<file path="config.mk">
export PLATFORM = sky130hd
export DESIGN_NAME = pcr_device_responder
export DESIGN_NICKNAME = d
export VERILOG_FILES = /design/src/rtl/pcr_pkg.sv /design/src/rtl/pcr_wr_latch.sv /design/src/rtl/pcr_rd_hold.sv /design/src/rtl/pcr_cycle_ctl.sv /design/src/rtl/pcr_device_responder.sv
export SDC_FILE = /design/constraint.sdc
export NUM_CORES = 1
export LEC_CHECK = 0
export BUFFER_PORTS_ARGS = -buffer_cell sky130_fd_sc_hd__buf_4
export CELL_PAD_IN_SITES_DETAIL_PLACEMENT = 1
export CELL_PAD_IN_SITES_GLOBAL_PLACEMENT = 1
export CORE_AREA = 2 2 57 59
export DETAILED_ROUTE_END_ITERATION = 12
export DIE_AREA = 0 0 59 61
export GPL_ROUTABILITY_DRIVEN = 0
export GPL_TIMING_DRIVEN = 0
export HOLD_SLACK_MARGIN = 0.03
export PLACE_DENSITY_LB_ADDON = 0.1
export RECOVER_POWER = 100
export SLEW_MARGIN = 25
export SYNTH_ARGS = -nofsm -noshare
export SYNTH_HDL_FRONTEND = slang
export SYNTH_SLANG_ARGS = --single-unit
</file>
<file path="constraint.sdc">
create_clock -name clk -period 1.7 [get_ports clk]
set_clock_uncertainty 0.1 [all_clocks]
set_input_delay 0 -clock clk [delete_from_list [all_inputs] [get_ports clk]]
set_output_delay 0 -clock clk [all_outputs]
set_load 0.01 [all_outputs]
</file>
<file path="src/rtl/pcr_pkg.sv">
package pcr_pkg;

  typedef enum logic {
    DIR_OUT = 1'b0,
    DIR_IN  = 1'b1
  } xfer_dir_e;

  // Match test on zero-extended addresses.
  function automatic logic addr_hit(input logic [31:0] a, input logic [31:0] dev);
    return a == dev;
  endfunction

  // Clocks available inside a time budget, rounded up.
  function automatic int budget_clocks(input int budget_ns, input int clk_ns);
    return (budget_ns + clk_ns - 1) / clk_ns;
  endfunction

endpackage

</file>
<file path="src/rtl/pcr_wr_latch.sv">
module pcr_wr_latch #(
  parameter int DW = 8
) (
  input  logic          clk,
  input  logic          rst_n,
  input  logic          cyc_n,
  input  logic          dstrb_n,
  input  logic          take_en,
  input  logic          ack,
  input  logic [DW-1:0] bus_din,
  output logic          wr_valid,
  output logic [DW-1:0] wr_data
);

  logic dstrb_q;
  logic dstrb_fall;
  logic captured;

  assign dstrb_fall = ~dstrb_n & ~dstrb_q;

  always_ff @(posedge clk or negedge rst_n) begin
    if (!rst_n) begin
      dstrb_q  <= 1'b0;
      captured <= 1'b0;
      wr_valid <= 1'b0;
      wr_data  <= '0;
    end else begin
      dstrb_q <= ~dstrb_n;
      if (cyc_n) begin
        captured <= 1'b0;
        wr_valid <= 1'b0;
      end else if (take_en && dstrb_fall && !captured) begin
        captured <= 1'b1;
        wr_valid <= 1'b1;
        wr_data  <= bus_din;
      end else if (wr_valid && ack) begin
        wr_valid <= 1'b0;
      end
    end
  end

  assert_capture_R4: assert property (@(posedge clk) disable iff (!rst_n)
    (!cyc_n && take_en && dstrb_fall && !captured) |=> (wr_valid && wr_data == $past(bus_din)));

  assert_hold_data_R4: assert property (@(posedge clk) disable iff (!rst_n)
    (captured && !cyc_n) |=> $stable(wr_data));

endmodule

</file>
<file path="src/rtl/pcr_rd_hold.sv">
module pcr_rd_hold #(
  parameter int DW = 8
) (
  input  logic          clk,
  input  logic          rst_n,
  input  logic          take,
  input  logic [DW-1:0] rd_data,
  output logic [DW-1:0] q
);

  always_ff @(posedge clk or negedge rst_n) begin
    if (!rst_n)    q <= '0;
    else if (take) q <= rd_data;
  end

  assert_read_load_R5: assert property (@(posedge clk) disable iff (!rst_n)
    take |=> (q == $past(rd_data)));

endmodule

</file>
<file path="src/rtl/pcr_cycle_ctl.sv">
module pcr_cycle_ctl
  import pcr_pkg::*;
#(
  parameter int BUDGET = 32
) (
  input  logic clk,
  input  logic rst_n,
  input  logic cyc_n,
  input  logic match_now,
  input  logic is_read,
  input  logic wr_valid,
  input  logic ack,
  output logic hit,
  output logic rd_dir,
  output logic rdy_pull,
  output logic dout_oe,
  output logic rd_req,
  output logic rd_take,
  output logic wr_side_en
);

  localparam int CW = $clog2(BUDGET + 2);

  logic      strb_q;
  logic      start;
  logic      done;
  xfer_dir_e dir;
  logic      wr_take;
  logic [CW-1:0] late_cnt;

  assign start      = ~cyc_n & ~strb_q;
  assign rd_dir     = (dir == DIR_IN);
  assign rdy_pull   = hit & ~done & ~cyc_n;
  assign rd_req     = hit & rd_dir & ~done & ~cyc_n;
  assign dout_oe    = hit & rd_dir & ~cyc_n;
  assign rd_take    = rd_req & ack;
  assign wr_take    = hit & ~rd_dir & wr_valid & ack & ~cyc_n;
  assign wr_side_en = hit & ~rd_dir & ~done;

  always_ff @(posedge clk or negedge rst_n) begin
    if (!rst_n) begin
      strb_q <= 1'b0;
      hit    <= 1'b0;
      done   <= 1'b0;
      dir    <= DIR_OUT;
    end else begin
      strb_q <= ~cyc_n;
      if (cyc_n) begin
        hit  <= 1'b0;
        done <= 1'b0;
      end else if (start) begin
        hit  <= match_now;
        dir  <= is_read ? DIR_IN : DIR_OUT;
        done <= 1'b0;
      end else if (rd_take || wr_take) begin
        done <= 1'b1;
      end
    end
  end

  // Clocks spent in a matched cycle without the ready line driven.
  always_ff @(posedge clk or negedge rst_n) begin
    if (!rst_n) begin
      late_cnt <= '0;
    end else if (cyc_n) begin
      late_cnt <= '0;
    end else if (((start && match_now) || hit) && !rdy_pull && !done) begin
      if (late_cnt != CW'(BUDGET + 1)) late_cnt <= late_cnt + 1'b1;
    end
  end

  assert_ready_budget_R2: assert property (@(posedge clk) disable iff (!rst_n)
    late_cnt < CW'(BUDGET));

  assert_release_on_ack_R3: assert property (@(posedge clk) disable iff (!rst_n)
    (!cyc_n && (rd_take || wr_take)) |=> (!rdy_pull));

  assert_idle_released_R6: assert property (@(posedge clk) disable iff (!rst_n)
    cyc_n |-> (!rdy_pull && !dout_oe && !rd_req));

  assert_stray_ack_R7: assert property (@(posedge clk) disable iff (!rst_n)
    (!cyc_n && !start && hit && !done && ack && !rd_req && !wr_valid) |=> (rdy_pull || cyc_n));

endmodule

</file>
<file path="src/rtl/pcr_device_responder.sv">
module pcr_device_responder
  import pcr_pkg::*;
#(
  parameter int          AW       = 8,
  parameter int          DW       = 8,
  parameter logic [AW-1:0] DEV_ADDR = 8'h5A,
  parameter int          READY_NS = 625,
  parameter int          CLK_NS   = 20
) (
  input  logic          clk,
  input  logic          rst_n,
  input  logic          cyc_n,
  input  logic          dstrb_n,
  input  logic          is_read,
  input  logic [AW-1:0] bus_addr,
  input  logic [DW-1:0] bus_din,
  output logic [DW-1:0] bus_dout,
  output logic          dout_oe,
  output logic          rdy_pull,
  output logic          wr_valid,
  output logic [DW-1:0] wr_data,
  output logic          rd_req,
  input  logic [DW-1:0] rd_data,
  input  logic          ack
);

  localparam int READY_BUDGET = budget_clocks(READY_NS, CLK_NS);

  logic match_now;
  logic hit;
  logic rd_dir;
  logic rd_take;
  logic wr_side_en;

  assign match_now = addr_hit(32'(bus_addr), 32'(DEV_ADDR));

  pcr_cycle_ctl #(.BUDGET(READY_BUDGET)) u_ctl (
    .clk        (clk),
    .rst_n      (rst_n),
    .cyc_n      (cyc_n),
    .match_now  (match_now),
    .is_read    (is_read),
    .wr_valid   (wr_valid),
    .ack        (ack),
    .hit        (hit),
    .rd_dir     (rd_dir),
    .rdy_pull   (rdy_pull),
    .dout_oe    (dout_oe),
    .rd_req     (rd_req),
    .rd_take    (rd_take),
    .wr_side_en (wr_side_en)
  );

  pcr_wr_latch #(.DW(DW)) u_wr (
    .clk      (clk),
    .rst_n    (rst_n),
    .cyc_n    (cyc_n),
    .dstrb_n  (dstrb_n),
    .take_en  (wr_side_en),
    .ack      (ack),
    .bus_din  (bus_din),
    .wr_valid (wr_valid),
    .wr_data  (wr_data)
  );

  pcr_rd_hold #(.DW(DW)) u_rd (
    .clk     (clk),
    .rst_n   (rst_n),
    .take    (rd_take),
    .rd_data (rd_data),
    .q       (bus_dout)
  );

  assert_miss_silent_R1: assert property (@(posedge clk) disable iff (!rst_n)
    (!hit) |-> (!rdy_pull && !dout_oe && !wr_valid && !rd_req));

  assert_write_only_out_R4: assert property (@(posedge clk) disable iff (!rst_n)
    wr_valid |-> (hit && !rd_dir));

  assert_read_data_at_release_R5: assert property (@(posedge clk) disable iff (!rst_n)
    (rd_req && ack) |=> (bus_dout == $past(rd_data) && !rdy_pull));

endmodule

</file>
==> flow_summary.json, run 1 <==
{
  "crit_family": "simple AND/OR/NAND/NOR gates",
  "p_leak_nw": 0.790,
  "r2r_start": "u_ctl.rd_dir",
  "clk_pin_slew_worst_paths_ns": 0.12,
  "routed-via-count": 823,
  "cts_buffers": 3,
  "endpoint_kind": "flop",
  "clk_latency_ns": 0.31,
  "fillers": 327,
  "holdCritStartpoint": "rd_data[4]",
  "grt_pass1_vias": 907,
  "synth_warnings": 0,
  "firstDrtPassIters": 3,
  "start_util_pct": 31.5,
  "netlist_instances": 63,
  "critPathLaunch": "u_ctl.rd_dir",
  "syn_to_final_growth_pct": 67.0,
  "fmaxAchievable_mhz": 634,
  "drc": 0,
  "rows": 20,
  "diodes": 0,
  "fp.dieH_um": 61,
  "hold_viol_final": 0,
  "chipWidth_um": 59,
  "htreeDepth": 1,
  "dr.first_iter.drc_count": 2,
  "wire_per_inst_um": 14.0,
  "slew_violations": 0,
  "final_cell_mix": "dlygate4sd3_1, buf_4, dfrtp_1",
  "routed_wl_mm": 2.45,
  "maxSlewHeadroom_pct": 61.8,
  "dp_worst_setup_slack_ns": 0.103,
  "startpoint_type": "flop",
  "worst-path-max-fanout": 8,
  "powerDensity_nw_per_um2": 610,
  "crit_required_ns": 1.80,
  "critPathKind": "reg2reg",
  "avgViaCountPerCell": 4.70,
  "yosysUniqueCellTypes": 17,
  "post-cts-setup-buffer-count": 0,
  "drive_above_1_share_pct": 38.0,
  "hp-class": "in2reg",
  "syn-cell-area_um2": 930,
  "utilization_pct": 52.6,
  "nNetsFinal": 173,
  "setup_viol": 0,
  "core_area_um2": 2950,
  "path_cells": "nor4_4, nand2_2, mux2_2",
  "syn_area_per_cell_um2": 14.8,
  "clockBufferDepth": 2,
  "fin_total_pwr_w": 0.000948,
  "ir_worst_vdd_mv": 0.246,
  "finalCriticalPeriod_ns": 1.58,
  "worst_path_max_delay_cell": "dfrtp_1",
  "maxCapViolCount": 0,
  "grt_max_degree": 24,
  "ys_ff_latch": 23,
  "rsz0062_at_grt": "false",
  "io_buffer_count": 49,
  "grt_antenna_before_repair": 0,
  "worst_pin_slew_ns": 0.573,
  "max_stage_delay_ns": 0.50,
  "grt_pass1_wl_mm": 3.87,
  "post-route-period-util_pct": 92.8,
  "cts_tree": "done",
  "grt.overflow.total": 0,
  "setup_ws_ns": 0.123,
  "worstPathArrival_ns": 1.68,
  "cts-root-buf": "clkbuf_4",
  "crit_buf_inv": 0,
  "ant_nets": 0,
  "yosysSeqAreaShare_pct": 61.9,
  "grt_usage_pct": 14.9,
  "mappedNetlistNets": 93,
  "dieArea_um2": 3600,
  "numClockSinks": 23,
  "tns_ns": 0,
  "status": "completed",
  "pin_count": 50
}
## cell usage after synthesis
master	n	share of area (%)
nand3_2	1	1.1
nor4bb_1	2	2.2
and2_2	1	0.81
nand3_1	2	1.1
nor3_1	1	0.54
nor2b_1	2	1.3
nand2_2	1	0.67
nor2_1	3	1.2
nor3b_4	1	2.0
nor4_2	1	1.3
inv_1	2	0.81
o211a_1	2	2.2
and3_2	1	0.81
mux2_2	17	21
dfrtp_1	23	62
nand2_1	1	0.40
a21oi_1	2	1.1
## final cells by class
| cell class | instances | area [µm²] | area share (%) |
|---|---|---|---|
| Multi-Input combinational cell | 38 | 355 | 22.9 |
| Timing Repair Buffer | 75 | 547 | 35.2 |
| Inverter | 2 | 7.51 | 0.483 |
| Clock buffer | 4 | 26.3 | 1.69 |
| Sequential cell | 23 | 576 | 37.1 |
| Tap cell | 33 | 41.3 | 2.66 |
## worst reg2reg max path: stages (launching register included)
cell,delay (ns)
dfrtp_1,0.50
nor4_4,0.37
nand2_2,0.20
mux2_2,0.31
## metal layers
metal	share of wire (%)	track usage [%]	vias up
met2	54	28.9	33
li1	-	-	382
met5	0	0	-
met1	39	15.2	404
met4	1.6	6.82	0
met3	5.1	2.99	4
## timing repair
| item | CTS | global route |
|---|---|---|
| hold buffers | 26 | 0 |
| endpoints found under the hold margin | 46 | 0 |
| endpoints found under the setup margin | 0 | 8 |
| gates resized for setup | 0 | 1 |
## registers in the layout, indices dropped and copies added (netlist names)
signal and count:
u_wr.wr_valid 1, u_ctl.rd_dir 1, u_ctl.strb_q 1, u_wr.dstrb_q 1
u_ctl.done 1, u_wr.captured 1, u_ctl.hit 1, u_wr.wr_data 8
u_rd.q 8
## logic make-up (layout without fill, tap and decap cells)
kind of cell           after synthesis  after routing  synth area share [%]
and+or+nand+nor                     17             17                  13.5
AOI/OAI and AO/OA                    4              4                  3.23
buffers and inverters                2             81                 0.808
muxes                               17             17                  20.6
DFF                                 23             23                  61.9
## metrics by stage
stage | instance area [µm²] | hold WS [ns] | std cells
after floorplan | 930 | -0.396 | 63
after global placement | 1340 | -0.188 | 145
after detailed placement | 1340 | -0.186 | 145
after CTS | 1630 | 0.270 | 175
after global routing | 1550 | 0.340 | 175
final | 1550 | 0.352 | 175
## report_power, final
group | switching, W | total [W] | internal (W)
clock network | 0.000162 | 0.000253 | 0.0000916
registers | 0.0000126 | 0.000567 | 0.000555
logic | 0.0000398 | 0.000127 | 0.0000874
total | 0.000214 | 0.000948 | 0.000734
## worst paths after layout
check                                       end  slack, ns  depth (start not counted)
worst max register to register  u_wr.wr_data[5]       0.12                          3
min in group asynchronous          u_wr.dstrb_q       0.66                          3
max in group asynchronous             u_rd.q[0]       0.46                          3
worst min-delay path                  u_rd.q[4]       0.35                          3
worst min register to register        u_rd.q[2]       0.42                          1
worst max-delay path            u_wr.wr_data[5]       0.12                          3
Note: power is estimated with default switching activity, not from simulation.
==> inputs of run 2 (changes only) <==
--- a/config.mk
+++ b/config.mk
@@ -22 +22,2 @@
 export SYNTH_SLANG_ARGS = --single-unit
+export TNS_END_PERCENT = 5
==> constraint.sdc (replaced) <==
create_clock -name clk -period 1.7 [get_ports clk]
set_clock_uncertainty 0.1 [all_clocks]
set_input_delay 0.17 -clock clk [delete_from_list [all_inputs] [get_ports clk]]
set_output_delay 0.17 -clock clk [all_outputs]
set_load 0.01 [all_outputs]
==> flow_summary.json, run 2 (synthesis gave the netlist of run 1 again) <==
{
  "avgViaCountPerCell": 4.75,
  "status": "completed",
  "ant_nets": 0,
  "grt.overflow.total": 0,
  "finalCriticalPeriod_ns": 1.66,
  "slew_violations": 0,
  "max_stage_delay_ns": 0.63,
  "pin_count": 50,
  "grt_use_met1_pct": 14.1,
  "numClockSinks": 23,
  "fillers": 323,
  "routed_wl_mm": 2.43,
  "p_leak_nw": 0.787,
  "endpoint_kind": "output port",
  "dieArea_um2": 3600,
  "final_common_cell": "buf_4",
  "clockBufferDepth": 2,
  "crit_buf_inv": 4,
  "ir_worst_vdd_mv": 0.246,
  "grt_pass1_vias": 915,
  "dp.cells": 145,
  "worstPathArrival_ns": 1.39,
  "finalInstanceArea_um2": 1540,
  "multi_input_area_um2": 353,
  "dp_worst_setup_slack_ns": 0.103,
  "crit_required_ns": 1.43,
  "grt_max_degree": 24,
  "crit_family": "buffers and inverters",
  "worst-path-max-fanout": 4,
  "start_util_pct": 31.5,
  "final_cell_mix": "buf_4, dlygate4sd3_1, dfrtp_1",
  "grt_usage_pct": 14.6,
  "rsz0062_at_grt": "true",
  "setup_ws_ns": 0.0448,
  "use_met2_pct": 29.2,
  "diodes": 0,
  "drive_above_1_share_pct": 40.0,
  "post-route-period-util_pct": 97.4,
  "worst_pin_slew_ns": 1.23,
  "hold_viol_final": 0,
  "cts-root-buf": "clkbuf_4",
  "regArea_um2": 576,
  "drc": 0,
  "core_area_um2": 2950,
  "rows": 20,
  "hp-class": "in2reg",
  "startpoint_type": "input pin",
  "worst_path_max_delay_cell": "dlygate4sd3_1",
  "firstDrtPassIters": 4,
  "clk_pin_slew_worst_paths_ns": 0.13,
  "fp.dieH_um": 61,
  "postPlaceCellArea_um2": 1340,
  "met3_usage_pct": 2.99,
  "whs_ns": 0.100,
  "post-cts-setup-buffer-count": 0,
  "setup_viol": 0,
  "clk_latency_ns": 0.31,
  "cts_tree": "done",
  "htreeDepth": 1,
  "top_regs": "u_rd.q: 8 flops, u_wr.wr_data: 8 flops",
  "critPathKind": "in2out",
  "dr.first_iter.drc_count": 4,
  "final_cells": 173,
  "io_buffer_count": 49,
  "routed-via-count": 821,
  "powerDensity_nw_per_um2": 613,
  "grt.busiest_layer": "met2",
  "maxCapViolCount": 0,
  "fmaxAchievable_mhz": 604,
  "nNetsFinal": 171,
  "grt_pass1_wl_mm": 3.80,
  "syn_to_final_growth_pct": 65.3,
  "path_cells": "clkbuf_1, dlygate4sd3_1, inv_1, and3_2, buf_4",
  "grt_antenna_before_repair": 0,
  "wire_per_inst_um": 14.0,
  "cts_buffers": 3,
  "maxSlewHeadroom_pct": 18.1,
  "chipWidth_um": 59
}
-- run 2: area by class of cell --
class,count,area share (%)
sequential,23,37.5
multi-input combinational,38,23.0
tap,33,2.69
clock buffer,4,1.71
timing repair buffer,73,34.7
inverter,2,0.489
-- run 2: layer usage --
layer	vias up	routed length [µm]
met5	-	0
li1	380	-
met1	404	913
met4	0	40
met3	4	129
met2	33	1340
-- run 2: final timing paths --
| check | start | slack, ns | depth (start not counted) | to |
|---|---|---|---|---|
| min | ack | 0.10 | 4 | u_wr.wr_valid |
| min reg2reg | u_rd.q[2] | 0.42 | 1 | u_rd.q[2] |
| min in group asynchronous | rst_n | 0.54 | 2 | u_wr.wr_data[3] |
| max | cyc_n | 0.04 | 5 | dout_oe |
| max reg2reg | u_ctl.rd_dir | 0.12 | 3 | u_wr.wr_data[5] |
| max in group asynchronous | rst_n | 0.23 | 2 | u_rd.q[0] |
-- run 2: what timing repair did --
item,in CTS,in global routing
hold buffers,24,0
hold endpoints to repair,45,0
setup endpoints to repair,0,2
gates resized for setup,0,1
-- run 2: worst reg2reg max path, stage by stage (launching register included) --
cell     delay [ns]
dfrtp_1        0.49
nor4_2         0.38
nand2_2        0.20
mux2_2         0.31
-- run 2: per-stage QoR --
step                      utilization, %  TNS [ns]  total power (W)
after floorplan                        -         0         0.000588
after global placement              45.3         0         0.000658
after detailed placement            45.3         0         0.000661
after CTS                           54.4         0         0.000967
after global routing                52.0   -0.0112         0.000992
final                               52.0         0         0.000943
-- run 2: power breakdown --
group          leakage, nW  switching, W  internal [W]
combinational        0.458     0.0000388     0.0000838
sequential           0.314     0.0000106      0.000555
clock               0.0150      0.000163     0.0000916
total                0.787      0.000212      0.000730
==> inputs of run 3 (changes only) <==
- CORE_AREA: 2 2 57 59 -> 2 2 60 62
- DIE_AREA: 0 0 59 61 -> 0 0 62 64
- clock period: 1.7 -> 1.52 ns (I/O delays scaled with it)
==> flow_summary.json, run 3 (synthesis gave the netlist of run 1 again) <==
{
  "cts-root-buf": "clkbuf_4",
  "numClockSinks": 23,
  "crit_required_ns": 1.62,
  "wire_per_inst_um": 12.6,
  "start_util_pct": 28.3,
  "fp.dieH_um": 64,
  "drive_above_1_share_pct": 41.4,
  "reg2reg_slack_ns": -0.01,
  "maxSlewHeadroom_pct": 61.0,
  "ir_worst_vdd_mv": 0.362,
  "grt_usage_pct": 13.3,
  "grt_pass1_wl_mm": 3.87,
  "maxCapViolCount": 0,
  "critPathKind": "reg2reg",
  "finalCriticalPeriod_ns": 1.53,
  "grt_max_degree": 24,
  "firstDrtPassIters": 4,
  "setup_ws_ns": -0.0123,
  "ant_nets": 0,
  "clockBufferDepth": 2,
  "top_regs": "u_rd.q: 8 flops, u_wr.wr_data: 8 flops",
  "routed_wl_mm": 2.41,
  "worst_pin_slew_ns": 0.585,
  "clk_pin_slew_worst_paths_ns": 0.13,
  "fillers": 371,
  "cts_buffers": 3,
  "setup_viol": 8,
  "htreeDepth": 1,
  "endpoint_kind": "flop",
  "clk_latency_ns": 0.30,
  "core_area_um2": 3280,
  "min_delay_worst_endpoint": "u_wr.wr_valid",
  "drc": 0,
  "postPlaceCellArea_um2": 1360,
  "pin_count": 50,
  "dieArea_um2": 3970,
  "critPathLaunch": "u_ctl.rd_dir",
  "holdCritStartpoint": "ack",
  "final_cell_mix": "buf_4, dlygate4sd3_1, dfrtp_1",
  "avgViaCountPerCell": 4.28,
  "whs_ns": 0.0680,
  "syn_to_final_growth_pct": 72.0,
  "dr.first_iter.drc_count": 12,
  "worst-path-max-fanout": 8,
  "rows": 21,
  "fmaxAchievable_mhz": 653,
  "routed-via-count": 817,
  "hold_viol_final": 0,
  "p_leak_nw": 0.821,
  "rr_worst_depth": 3,
  "timing.rr.end": "u_wr.wr_data[2]",
  "utilization_pct": 48.7,
  "rsz0062_at_grt": "true",
  "status": "complete, but fails checks",
  "worstPathArrival_ns": 1.63,
  "io_buffer_count": 49,
  "fin_total_pwr_w": 0.00106,
  "cts_tree": "done",
  "grt.overflow.total": 0,
  "nNetsFinal": 176,
  "slew_violations": 0,
  "tns_ns": -0.0470,
  "final_common_cell": "buf_4",
  "hold_depth": 4,
  "post-route-period-util_pct": 101,
  "powerDensity_nw_per_um2": 660,
  "startpoint_type": "flop",
  "grt_pass1_vias": 878,
  "finalInstanceArea_um2": 1600,
  "diodes": 0,
  "r2r_start": "u_ctl.rd_dir",
  "grt_antenna_before_repair": 0,
  "hp-class": "in2reg",
  "violations": "setup timing",
  "chipWidth_um": 62
}
## run 3: routing by layer
layer | vias to the layer above | share of wire, % | GRT usage [%] | wire [µm]
met2 | 34 | 56 | 24.6 | 1340
met4 | 0 | 0.62 | 4.79 | 15
li1 | 391 | - | - | -
met5 | - | 0 | 0 | 0
met3 | 2 | 6.2 | 2.63 | 149
met1 | 390 | 38 | 14.0 | 907
## run 3: stage by stage
step                      setup slack [ns]  instances
after detailed placement           -0.0460        158
after CTS                          -0.0313        190
final                              -0.0123        191
after floorplan                     0.0884         63
after global routing               -0.0943        191
after global placement             -0.0604        158
## run 3: worst max path at each step
| stage | endpoint | slack [ns] | cells after the start |
|---|---|---|---|
| floorplan | u_wr.wr_data[0] | 0.09 | 3 |
| global placement | u_wr.wr_data[2] | -0.06 | 3 |
| detailed placement | u_wr.wr_data[7] | -0.05 | 3 |
| CTS | rd_req | -0.03 | 3 |
| global route | rd_req | -0.09 | 3 |
| finish | u_wr.wr_data[2] | -0.01 | 3 |
## run 3: area by class of cell
class                   count  area [µm²]  area share [%]
repair buffers             78         578            36.2
flip-flops and latches     23         577            36.1
multi-input cells          38         353            22.1
well taps                  46        57.6            3.60
clock buffers               4        26.3            1.64
inverters                   2        7.51           0.469
## run 3: report_power, final
part | total [W] | switching (W) | internal [W] | leakage (nW)
sequential | 0.000634 | 0.0000123 | 0.000621 | 0.313
clock | 0.000281 | 0.000179 | 0.000102 | 0.0150
combinational | 0.000140 | 0.0000436 | 0.0000964 | 0.493
total | 0.00106 | 0.000235 | 0.000820 | 0.821
## run 3: repair_timing
item,CTS,global route
setup endpoints to repair,17,18
hold buffers,24,1
buffers inserted,4,0
hold endpoints to repair,45,2
pin swaps,4,3
resized for setup,5,1
## run 3: worst max-delay path: stages (launching register included)
cell and delay [ns]:
dfrtp_2 0.48, nor4_2 0.40, nand2_4 0.15, mux2_2 0.29
